## config.mk

```make
export PLATFORM = sky130hd
export DESIGN_NAME = adc_pwr_seq
export DESIGN_NICKNAME = d
export VERILOG_FILES = /design/src/rtl/adc_pwr_pkg.sv /design/src/rtl/adc_pwr_ctrl.sv /design/src/rtl/adc_pwr_dp.sv /design/src/rtl/adc_pwr_seq.sv
export SDC_FILE = /design/constraint.sdc
export NUM_CORES = 1
export LEC_CHECK = 0
export ABC_AREA = 0
export CORE_UTILIZATION = 50
export DETAILED_ROUTE_END_ITERATION = 8
export GPL_ROUTABILITY_DRIVEN = 0
export PLACE_DENSITY = 0.74
export SETUP_SLACK_MARGIN = 0.2
export SYNTH_ARGS = -nofsm -noshare
export SYNTH_HDL_FRONTEND = slang
export SYNTH_SLANG_ARGS = --single-unit
```

## constraint.sdc

```tcl
create_clock -name clk -period 2 [get_ports clk]
set_clock_uncertainty 0.2 [all_clocks]
set_input_delay 0.4 -clock clk [delete_from_list [all_inputs] [get_ports clk]]
set_output_delay 0.4 -clock clk [all_outputs]
set_load 0.005 [all_outputs]
```

## src/rtl/adc_pwr_pkg.sv

```systemverilog
package adc_pwr_pkg;

  typedef enum logic [1:0] {
    PWR_NORMAL = 2'd0,
    PWR_NAP    = 2'd1,
    PWR_STBY   = 2'd2,
    PWR_RSVD   = 2'd3
  } pwrState_e;

  // strobes from control to datapath
  typedef struct packed {
    logic loadWake;      // start a wake-up countdown
    logic wakeFromStby;  // countdown leaves standby (else nap)
    logic clearWait;     // sleep entry: cancel any countdown
    logic countDrop;     // a convert request was refused
  } seqStrobe_t;

endpackage

```

## src/rtl/adc_pwr_ctrl.sv

```systemverilog
module adc_pwr_ctrl
  import adc_pwr_pkg::*;
(
  input  logic       clk,
  input  logic       rstN,
  input  logic [1:0] reqState,
  input  logic       intRef,
  input  logic       convReq,
  input  logic       waitZero,
  output seqStrobe_t strb,
  output logic       napOut,
  output logic       stbyOut,
  output logic       ready,
  output logic       convStart,
  output logic       reqError
);

  pwrState_e curState;
  pwrState_e reqCode;
  logic      napRefused;
  logic      acceptSleep;
  logic      acceptWake;

  assign reqCode = pwrState_e'(reqState);

  always_comb begin
    napRefused  = (reqCode == PWR_NAP) && intRef && (curState != PWR_NAP);
    acceptSleep = ((reqCode == PWR_NAP) || (reqCode == PWR_STBY)) &&
                  (reqCode != curState) && !napRefused;
    acceptWake  = (reqCode == PWR_NORMAL) && (curState != PWR_NORMAL);
  end

  always_ff @(posedge clk) begin
    if (!rstN) begin
      curState <= PWR_NORMAL;
      reqError <= 1'b0;
    end else begin
      reqError <= napRefused;
      if (acceptSleep || acceptWake) curState <= reqCode;
    end
  end

  assign napOut    = (curState == PWR_NAP);
  assign stbyOut   = (curState == PWR_STBY);
  assign ready     = (curState == PWR_NORMAL) && waitZero;
  assign convStart = convReq && ready;

  always_comb begin
    strb.loadWake     = acceptWake;
    strb.wakeFromStby = (curState == PWR_STBY);
    strb.clearWait    = acceptSleep;
    strb.countDrop    = convReq && !ready;
  end

  AST_SLEEP_EXCL: assert property (@(posedge clk) disable iff (!rstN)
    !(napOut && stbyOut));
  AST_SLEEP_NOT_READY: assert property (@(posedge clk) disable iff (!rstN)
    (napOut || stbyOut) |-> !ready);
  AST_REFUSE_HOLDS: assert property (@(posedge clk) disable iff (!rstN)
    reqError |-> (curState == $past(curState)));
  AST_NAP_EXT_ONLY: assert property (@(posedge clk) disable iff (!rstN)
    $rose(napOut) |-> $past(!intRef));
  AST_START_AWAKE: assert property (@(posedge clk) disable iff (!rstN)
    convStart |-> (!napOut && !stbyOut));

endmodule

```

## src/rtl/adc_pwr_dp.sv

```systemverilog
module adc_pwr_dp
  import adc_pwr_pkg::*;
#(
  parameter int unsigned NAP_WAKE      = 30,
  parameter int unsigned STBY_EXT_WAKE = 8000,
  parameter int unsigned STBY_INT_WAKE = 50000000,
  parameter int unsigned DROP_W        = 16
) (
  input  logic              clk,
  input  logic              rstN,
  input  seqStrobe_t        strb,
  input  logic              intRef,
  output logic              waitZero,
  output logic [DROP_W-1:0] dropCount
);

  localparam int unsigned STBY_MAX = (STBY_EXT_WAKE > STBY_INT_WAKE) ?
                                     STBY_EXT_WAKE : STBY_INT_WAKE;
  localparam int unsigned WAKE_MAX = (NAP_WAKE > STBY_MAX) ? NAP_WAKE : STBY_MAX;
  localparam int unsigned WAIT_W   = $clog2(WAKE_MAX + 1);

  logic [WAIT_W-1:0] waitCnt;
  logic [WAIT_W-1:0] wakeDelay;

  always_comb begin
    if (!strb.wakeFromStby) wakeDelay = WAIT_W'(NAP_WAKE);
    else if (intRef)        wakeDelay = WAIT_W'(STBY_INT_WAKE);
    else                    wakeDelay = WAIT_W'(STBY_EXT_WAKE);
  end

  always_ff @(posedge clk) begin
    if (!rstN) begin
      waitCnt <= '0;
    end else if (strb.clearWait) begin
      waitCnt <= '0;
    end else if (strb.loadWake) begin
      waitCnt <= wakeDelay;
    end else if (waitCnt != '0) begin
      waitCnt <= waitCnt - WAIT_W'(1);
    end
  end

  assign waitZero = (waitCnt == '0);

  always_ff @(posedge clk) begin
    if (!rstN) begin
      dropCount <= '0;
    end else if (strb.countDrop && (dropCount != '1)) begin
      dropCount <= dropCount + DROP_W'(1);
    end
  end

  AST_WAKE_LOADED: assert property (@(posedge clk) disable iff (!rstN)
    (strb.loadWake && !strb.clearWait) |=> !waitZero);
  AST_WAIT_STEP: assert property (@(posedge clk) disable iff (!rstN)
    (!waitZero && !strb.loadWake && !strb.clearWait) |=>
      (waitCnt == $past(waitCnt) - WAIT_W'(1)));
  AST_DROP_STEP: assert property (@(posedge clk) disable iff (!rstN)
    (strb.countDrop && (dropCount != '1)) |=>
      (dropCount == $past(dropCount) + DROP_W'(1)));
  AST_DROP_HOLD: assert property (@(posedge clk) disable iff (!rstN)
    !strb.countDrop |=> $stable(dropCount));

endmodule

```

## src/rtl/adc_pwr_seq.sv

```systemverilog
module adc_pwr_seq
  import adc_pwr_pkg::*;
#(
  parameter int unsigned NAP_WAKE      = 30,
  parameter int unsigned STBY_EXT_WAKE = 8000,
  parameter int unsigned STBY_INT_WAKE = 50000000,
  parameter int unsigned DROP_W        = 16
) (
  input  logic              clk,
  input  logic              rstN,
  input  logic [1:0]        reqState,
  input  logic              intRef,
  input  logic              convReq,
  output logic              napOut,
  output logic              stbyOut,
  output logic              ready,
  output logic              convStart,
  output logic              reqError,
  output logic [DROP_W-1:0] dropCount
);

  seqStrobe_t strb;
  logic       waitZero;

  adc_pwr_ctrl ctrl_i (
    .clk       (clk),
    .rstN      (rstN),
    .reqState  (reqState),
    .intRef    (intRef),
    .convReq   (convReq),
    .waitZero  (waitZero),
    .strb      (strb),
    .napOut    (napOut),
    .stbyOut   (stbyOut),
    .ready     (ready),
    .convStart (convStart),
    .reqError  (reqError)
  );

  adc_pwr_dp #(
    .NAP_WAKE      (NAP_WAKE),
    .STBY_EXT_WAKE (STBY_EXT_WAKE),
    .STBY_INT_WAKE (STBY_INT_WAKE),
    .DROP_W        (DROP_W)
  ) dp_i (
    .clk       (clk),
    .rstN      (rstN),
    .strb      (strb),
    .intRef    (intRef),
    .waitZero  (waitZero),
    .dropCount (dropCount)
  );

endmodule

```

==> results of run 1 <==
==> flip-flops by register name, indices dropped and copies added (netlist names) <==
name             cells
dp_i.dropCount      16
ctrl_i.reqError      1
dp_i.waitCnt        26
ctrl_i.curState      2
==> placed cells by master, fill, tap and decap left out, types with 7 or more instances in the layout <==
master,instances
sky130_fd_sc_hd__o21ai_0,9
sky130_fd_sc_hd__nand3_1,12
sky130_fd_sc_hd__o21ai_1,8
sky130_fd_sc_hd__nor3_1,9
sky130_fd_sc_hd__dfxtp_2,15
sky130_fd_sc_hd__or3_1,9
sky130_fd_sc_hd__or4_1,9
sky130_fd_sc_hd__nor2_1,19
sky130_fd_sc_hd__dlygate4sd2_1,8
sky130_fd_sc_hd__clkdlybuf4s50_1,11
sky130_fd_sc_hd__buf_6,16
sky130_fd_sc_hd__a21oi_2,9
sky130_fd_sc_hd__nor4_1,10
sky130_fd_sc_hd__nand2_1,29
sky130_fd_sc_hd__dfxtp_1,23
sky130_fd_sc_hd__buf_4,72
sky130_fd_sc_hd__dfxtp_4,7
sky130_fd_sc_hd__a21oi_1,19
==> path summary, 6_finish.rpt <==
path                                                 startpoint                              end  slack, ns  cells after the start
worst max-delay path               dp_i.waitCnt[1]$_SDFFE_PP0P_                        convStart      -0.46                      7
worst min-delay path            dp_i.dropCount[10]$_SDFFE_PN0P_  dp_i.dropCount[10]$_SDFFE_PN0P_       0.28                      2
worst max register to register     dp_i.waitCnt[1]$_SDFFE_PP0P_     dp_i.waitCnt[1]$_SDFFE_PP0P_      -0.44                      9
worst min register to register  dp_i.dropCount[10]$_SDFFE_PN0P_  dp_i.dropCount[10]$_SDFFE_PN0P_       0.28                      2
==> through the flow <==
step / instances / total power, W
after floorplan: 318 / 0.00421
after global placement: 475 / 0.00571
after detailed placement: 475 / 0.00584
after CTS: 490 / 0.00697
after global routing: 498 / 0.00823
final: 498 / 0.00792
==> worst register-to-register path, cell delays in order (launching register included) <==
cell and delay [ns]:
sky130_fd_sc_hd__dfxtp_2 0.33, sky130_fd_sc_hd__inv_2 0.08, sky130_fd_sc_hd__ha_4 0.14, sky130_fd_sc_hd__nor3b_4 0.24
sky130_fd_sc_hd__nand4_4 0.20, sky130_fd_sc_hd__buf_6 0.20, sky130_fd_sc_hd__buf_12 0.13, sky130_fd_sc_hd__nor3_4 0.24
sky130_fd_sc_hd__or4b_4 0.49, sky130_fd_sc_hd__o211ai_1 0.10
==> what timing repair did <==
action,4_1_cts,5_1_grt
gates cloned,2,0
buffers inserted,6,8
setup endpoints to repair,63,54
gates resized for setup,64,35
hold endpoints to repair,0,0
pin swaps,15,14
==> layer usage <==
| metal | global-route usage | vias up |
|---|---|---|
| li1 | - | 1423 |
| met1 | 0.376 | 1547 |
| met2 | 0.585 | 203 |
| met3 | 0.0754 | 74 |
| met4 | 0.199 | 0 |
| met5 | 0 | - |
==> cell families after synthesis <==
group,Yosys count,share of synthesized area
AOI/OAI and AO/OA,79,0.205
xor gates and xnor gates,7,0.0239
adders and majority gates,4,0.0195
buffers and inverters,22,0.0399
DFF,45,0.351
muxes,5,0.0195
and+or+nand+nor,156,0.341
==> cell type report <==
| cell class | instances | share of cell area |
|---|---|---|
| clock buffer | 7 | 0.0213 |
| inverter | 7 | 0.00647 |
| multi-input combinational | 252 | 0.456 |
| sequential | 45 | 0.233 |
| tap | 67 | 0.0207 |
| timing repair buffer | 120 | 0.263 |
==> report_power, final <==
group / internal [W] / switching, W
clock network: 0.000275 / 0.000308
logic: 0.00282 / 0.00320
registers: 0.00114 / 0.000183
total: 0.00423 / 0.00369
==> metrics.txt, run 1 <==
cell with the largest stage delay on the worst path sky130_fd_sc_hd__dfxtp_2; Unique masters post-synth 52; final critical path time including I/O delays and setup 2.46 ns; Placed Area 3630 um2; power per standard cell area 1950 nW/um2; wire length of the first global-routing pass 13800 um; Overflow after GRT 0; Setup Slack @ Placement -0.608 ns; number of antenna violations at the first check in global routing 0; Peak supply drop 943 uV; count of antenna-violating nets left after detailed routing 0; highest metal layer with signal wires met4; IO Count 27; fraction of registers with async set/reset 0; timing-limited maximum frequency 407 MHz; setup repair after global routing missed its margin yes; violations in the final reports negative setup slack; wl on met1 3920 um; first-pass detailed-route iteration total 5; # Max-Cap Violations 0; number of max-slew violations in the final report 0; Critical path buffers and inverters 2; CTS H-tree lvls 2; layout cells sized above 1 0.422; critical path fanouts, max 2; clock latency reported for the late side of the worst-skew pair 0.31 ns; Sink Count 45; class of the tightest hold or removal check reg -> reg; most used standard cell by instance count after synthesis sky130_fd_sc_hd__dfxtp_1; nets@finish 441; biggest area consumer among synthesized cells sky130_fd_sc_hd__dfxtp_1; Tot GR Track Use 0.337; number of DRC violations after detailed routing 0; leak pwr 1.68 nW; via count of the first global-routing pass 2951; summed area of non-filler cells in the final layout 4060 um2; total number of vias 3247; detailed placement HPWL 5720 um; Starting Density 0.533; placement row count 25; data arrival time of the critical path 1.86 ns; Area contributors post-synth sky130_fd_sc_hd__dfxtp_1 (35%), sky130_fd_sc_hd__a21oi_1 (5.5%), sky130_fd_sc_hd__nand2_1 (4.5%), sky130_fd_sc_hd__nor2_1 (3.8%), sky130_fd_sc_hd__or4_1 (3.5%); Storage cell area 946 um2; hold_ws 0.283 ns; Routed WL per cell 20.6 um; total clock buffers created by CTS 5; clock tree from TritonCTS built; routed wl met3 784 um; Mapped Area 2570 um2; post-cts hold buffer count 0; largest net degree at the start of global routing 29; smallest setup slack after layout -0.457 ns; post-detailed-routing wire length 10200 um; prevailing post-synth register cell sky130_fd_sc_hd__dfxtp_1; commonest cells in the synthesized netlist sky130_fd_sc_hd__dfxtp_1 (45), sky130_fd_sc_hd__nand2_1 (31), sky130_fd_sc_hd__a21oi_1 (28), sky130_fd_sc_hd__nor2_1 (26), sky130_fd_sc_hd__nor3_1 (15); required time of the critical path 1.40 ns; clk slew on worst S/H paths 0.08 ns; drt initial violations 299; crit share post-route 1.23; setup TNS -15.39 ns; Critical Path End Type output port; number of hold-slack violations in the final timing report 0; status finished with violations; maximum buffer depth of the clock tree 2; category of cells accounting for the largest share of critical-path delay simple AND/OR/NAND/NOR gates; length of routed met2 wiring 5020 um; filler cell count in the final layout 296; area of the die 5430 um2; area of the core 4820 um2; via/cell ratio 6.52; vertical die dimension 73.7 um; share of the core filled with cells in the final layout 0.843; count of synthesis-stage warnings from yosys 0; number of synthesized flops with an enable pin 0; number of instances in the synthesized netlist 318; post-synth net total 328; Critical Path, Cell by Cell inv_2, ha_4, nor3b_4, nand4_4, nor4_4, and2_1, buf_2; final setup vio count 43; transition at the pin with the smallest max-transition slack 0.509 ns; startpoint-to-endpoint class of the critical path reg -> out; Max-slew headroom 0.656; width of the die 73.7 um; critical path startpoint category flip-flop; CTS root buffer sky130_fd_sc_hd__clkbuf_8; register area share after synthesis 0.351; flops & latches, synth 45; share of the synthesized area in the top cell type 0.351; mean area per synthesized cell 8.08 um2; area growth from synthesis to final layout 58.0%; area taken by multi-input logic gates 1850 um2; Worst path max stage delay 0.33 ns; I/O Buffers 26; Diodes inserted 0
Note: power is estimated with default switching activity, not from simulation.
==> run 2: changes to the inputs <==
--- a/config.mk
+++ b/config.mk
@@ -6,6 +6,7 @@
 export NUM_CORES = 1
 export LEC_CHECK = 0
 export ABC_AREA = 0
+export CORE_MARGIN = 10
 export CORE_UTILIZATION = 50
 export DETAILED_ROUTE_END_ITERATION = 8
 export GPL_ROUTABILITY_DRIVEN = 0
==> run 2 against run 1 <==
  * The run still ends with negative setup slack left
  * Core utilization increased by 5.3 points
  * Clock-buffer cell count is 1 lower
  * Fmax is 4.6% lower
  * Register-to-register slack worse by 0.13 ns
  * Global-route usage is 13 points lower
  * Worst setup slack got worse by 0.12 ns
  * Worst hold slack improved by 0.0032 ns
  * Sequential share of layout area decreased by 2.4 points
  * Highest routed layer unchanged
  * Die area rose by 55%
  * Critical endpoint is now dp_i.dropCount[14]$_SDFFE_PN0P_
==> metrics.txt, run 2 (synthesized netlist as in run 1, its figures left out) <==
class of the tightest hold or removal check in -> reg; smallest setup slack after layout -0.575 ns; Starting Density 0.509; leak pwr 1.90 nW; number of DRC violations after detailed routing 0; timing-limited maximum frequency 388 MHz; area growth from synthesis to final layout 75.8%; width of the die 91.7 um; data arrival time of the critical path 2.58 ns; final setup vio count 44; violations in the final reports negative setup slack; nets@finish 460; Critical Path End Type flip-flop; maximum buffer depth of the clock tree 2; IO Count 27; placement row count 26; status finished with violations; setup repair after global routing missed its margin yes; critical path fanouts, max 7; Peak supply drop 1190 uV; filler cell count in the final layout 203; # Max-Cap Violations 0; crit share post-route 1.29; post-cts hold buffer count 0; I/O Buffers 26; number of hold-slack violations in the final timing report 0; final critical path time including I/O delays and setup 2.57 ns; startpoint-to-endpoint class of the critical path reg -> reg; clock latency reported for the late side of the worst-skew pair 0.31 ns; transition at the pin with the smallest max-transition slack 0.595 ns; first-pass detailed-route iteration total 7; largest net degree at the start of global routing 29; total number of vias 3569; top register by number of flip-flops dp_i.waitCnt; post-detailed-routing wire length 13200 um; Setup Slack @ Placement -0.625 ns; most common cell after layout, fill and taps aside sky130_fd_sc_hd__buf_4; Overflow after GRT 0; Sink Count 45; Routed WL per cell 25.3 um; Storage cell area 942 um2; via count of the first global-routing pass 2954; layout cells sized above 1 0.517; drt initial violations 366; count of antenna-violating nets left after detailed routing 0; area of the core 5040 um2; clk slew on worst S/H paths 0.10 ns; largest registers ranked by flip-flop count dp_i.waitCnt (26), dp_i.dropCount (16), ctrl_i.curState (2); wire length of the first global-routing pass 14700 um; number of antenna violations at the first check in global routing 1; setup TNS -16.48 ns; Largest register FFs 26; vertical die dimension 91.7 um; Tot GR Track Use 0.211; CTS H-tree lvls 2; critical path startpoint category flip-flop; via/cell ratio 6.84; power per standard cell area 2010 nW/um2; detailed placement HPWL 6030 um; number of max-slew violations in the final report 0; area of the die 8400 um2; clock tree from TritonCTS built; Max-slew headroom 0.601; total clock buffers created by CTS 5; most frequent cells in the layout sky130_fd_sc_hd__buf_4 (83), sky130_fd_sc_hd__nand2_1 (26), sky130_fd_sc_hd__buf_6 (24), sky130_fd_sc_hd__dfxtp_1 (24), sky130_fd_sc_hd__nor2_1 (20); area taken by multi-input logic gates 2070 um2; post-route total power 0.00907 W; required time of the critical path 2.01 ns; CTS root buffer sky130_fd_sc_hd__clkbuf_8
[run 2: routing by layer]
metal,up-vias,track usage,wire length (um),part of all wire
met3,126,0.0399,1630,0.12
met4,0,0.0822,1070,0.081
met5,-,0,0,0
met2,319,0.370,6140,0.47
li1,1467,-,-,-
met1,1657,0.248,4370,0.33
[run 2: area by class of cell]
type,instances,area share
multi-input cells,252,0.459
well taps,70,0.0194
repair buffers,139,0.281
diodes,1,0.000554
clock inverters,2,0.00803
inverters,7,0.00582
flip-flops and latches,45,0.209
clock buffers,6,0.0183
[run 2: repair_timing]
item	CTS	global route
resized for setup	80	80
endpoints found under the setup margin	63	54
endpoints found under the hold margin	0	0
pin swaps	15	41
gates cloned	1	5
buffers inserted	8	15
[run 2: worst paths after layout]
kind / cells past startpoint / to / slack (ns) / startpoint
hold / removal: 4 / ctrl_i.curState[0]$_SDFFE_PN0P_ / 0.29 / reqState[0]
hold reg to reg: 2 / dp_i.dropCount[7]$_SDFFE_PN0P_ / 0.29 / dp_i.dropCount[7]$_SDFFE_PN0P_
setup reg to reg: 11 / dp_i.dropCount[14]$_SDFFE_PN0P_ / -0.57 / dp_i.waitCnt[0]$_SDFFE_PP0P_
setup / recovery: 11 / dp_i.dropCount[14]$_SDFFE_PN0P_ / -0.57 / dp_i.waitCnt[0]$_SDFFE_PP0P_
[run 2: power by group]
group / total (W) / switching, W / internal, W
clock: 0.000770 / 0.000361 / 0.000409
combinational: 0.00696 / 0.00367 / 0.00329
sequential: 0.00134 / 0.000197 / 0.00114
[run 2: stage by stage]
stage / cells / hold slack, ns / utilization / cell area (um2)
final: 522 / 0.286 / 0.896 / 4520
after global routing: 521 / 0.285 / 0.895 / 4510
after CTS: 501 / 0.286 / 0.798 / 4020
after detailed placement: 484 / 0.278 / 0.727 / 3670
after global placement: 484 / 0.268 / 0.727 / 3670
after floorplan: 318 / 0.267 / - / 2790
[run 2: critical path, cell delays in order (launching register included)]
cell	delay (ns)
sky130_fd_sc_hd__dfxtp_2	0.33
sky130_fd_sc_hd__inv_2	0.07
sky130_fd_sc_hd__ha_4	0.13
sky130_fd_sc_hd__nor3b_4	0.26
sky130_fd_sc_hd__nand4_4	0.14
sky130_fd_sc_hd__buf_6	0.16
sky130_fd_sc_hd__buf_8	0.13
sky130_fd_sc_hd__o41ai_4	0.32
sky130_fd_sc_hd__buf_4	0.24
sky130_fd_sc_hd__buf_12	0.15
sky130_fd_sc_hd__o31ai_1	0.11
sky130_fd_sc_hd__a21oi_1	0.24
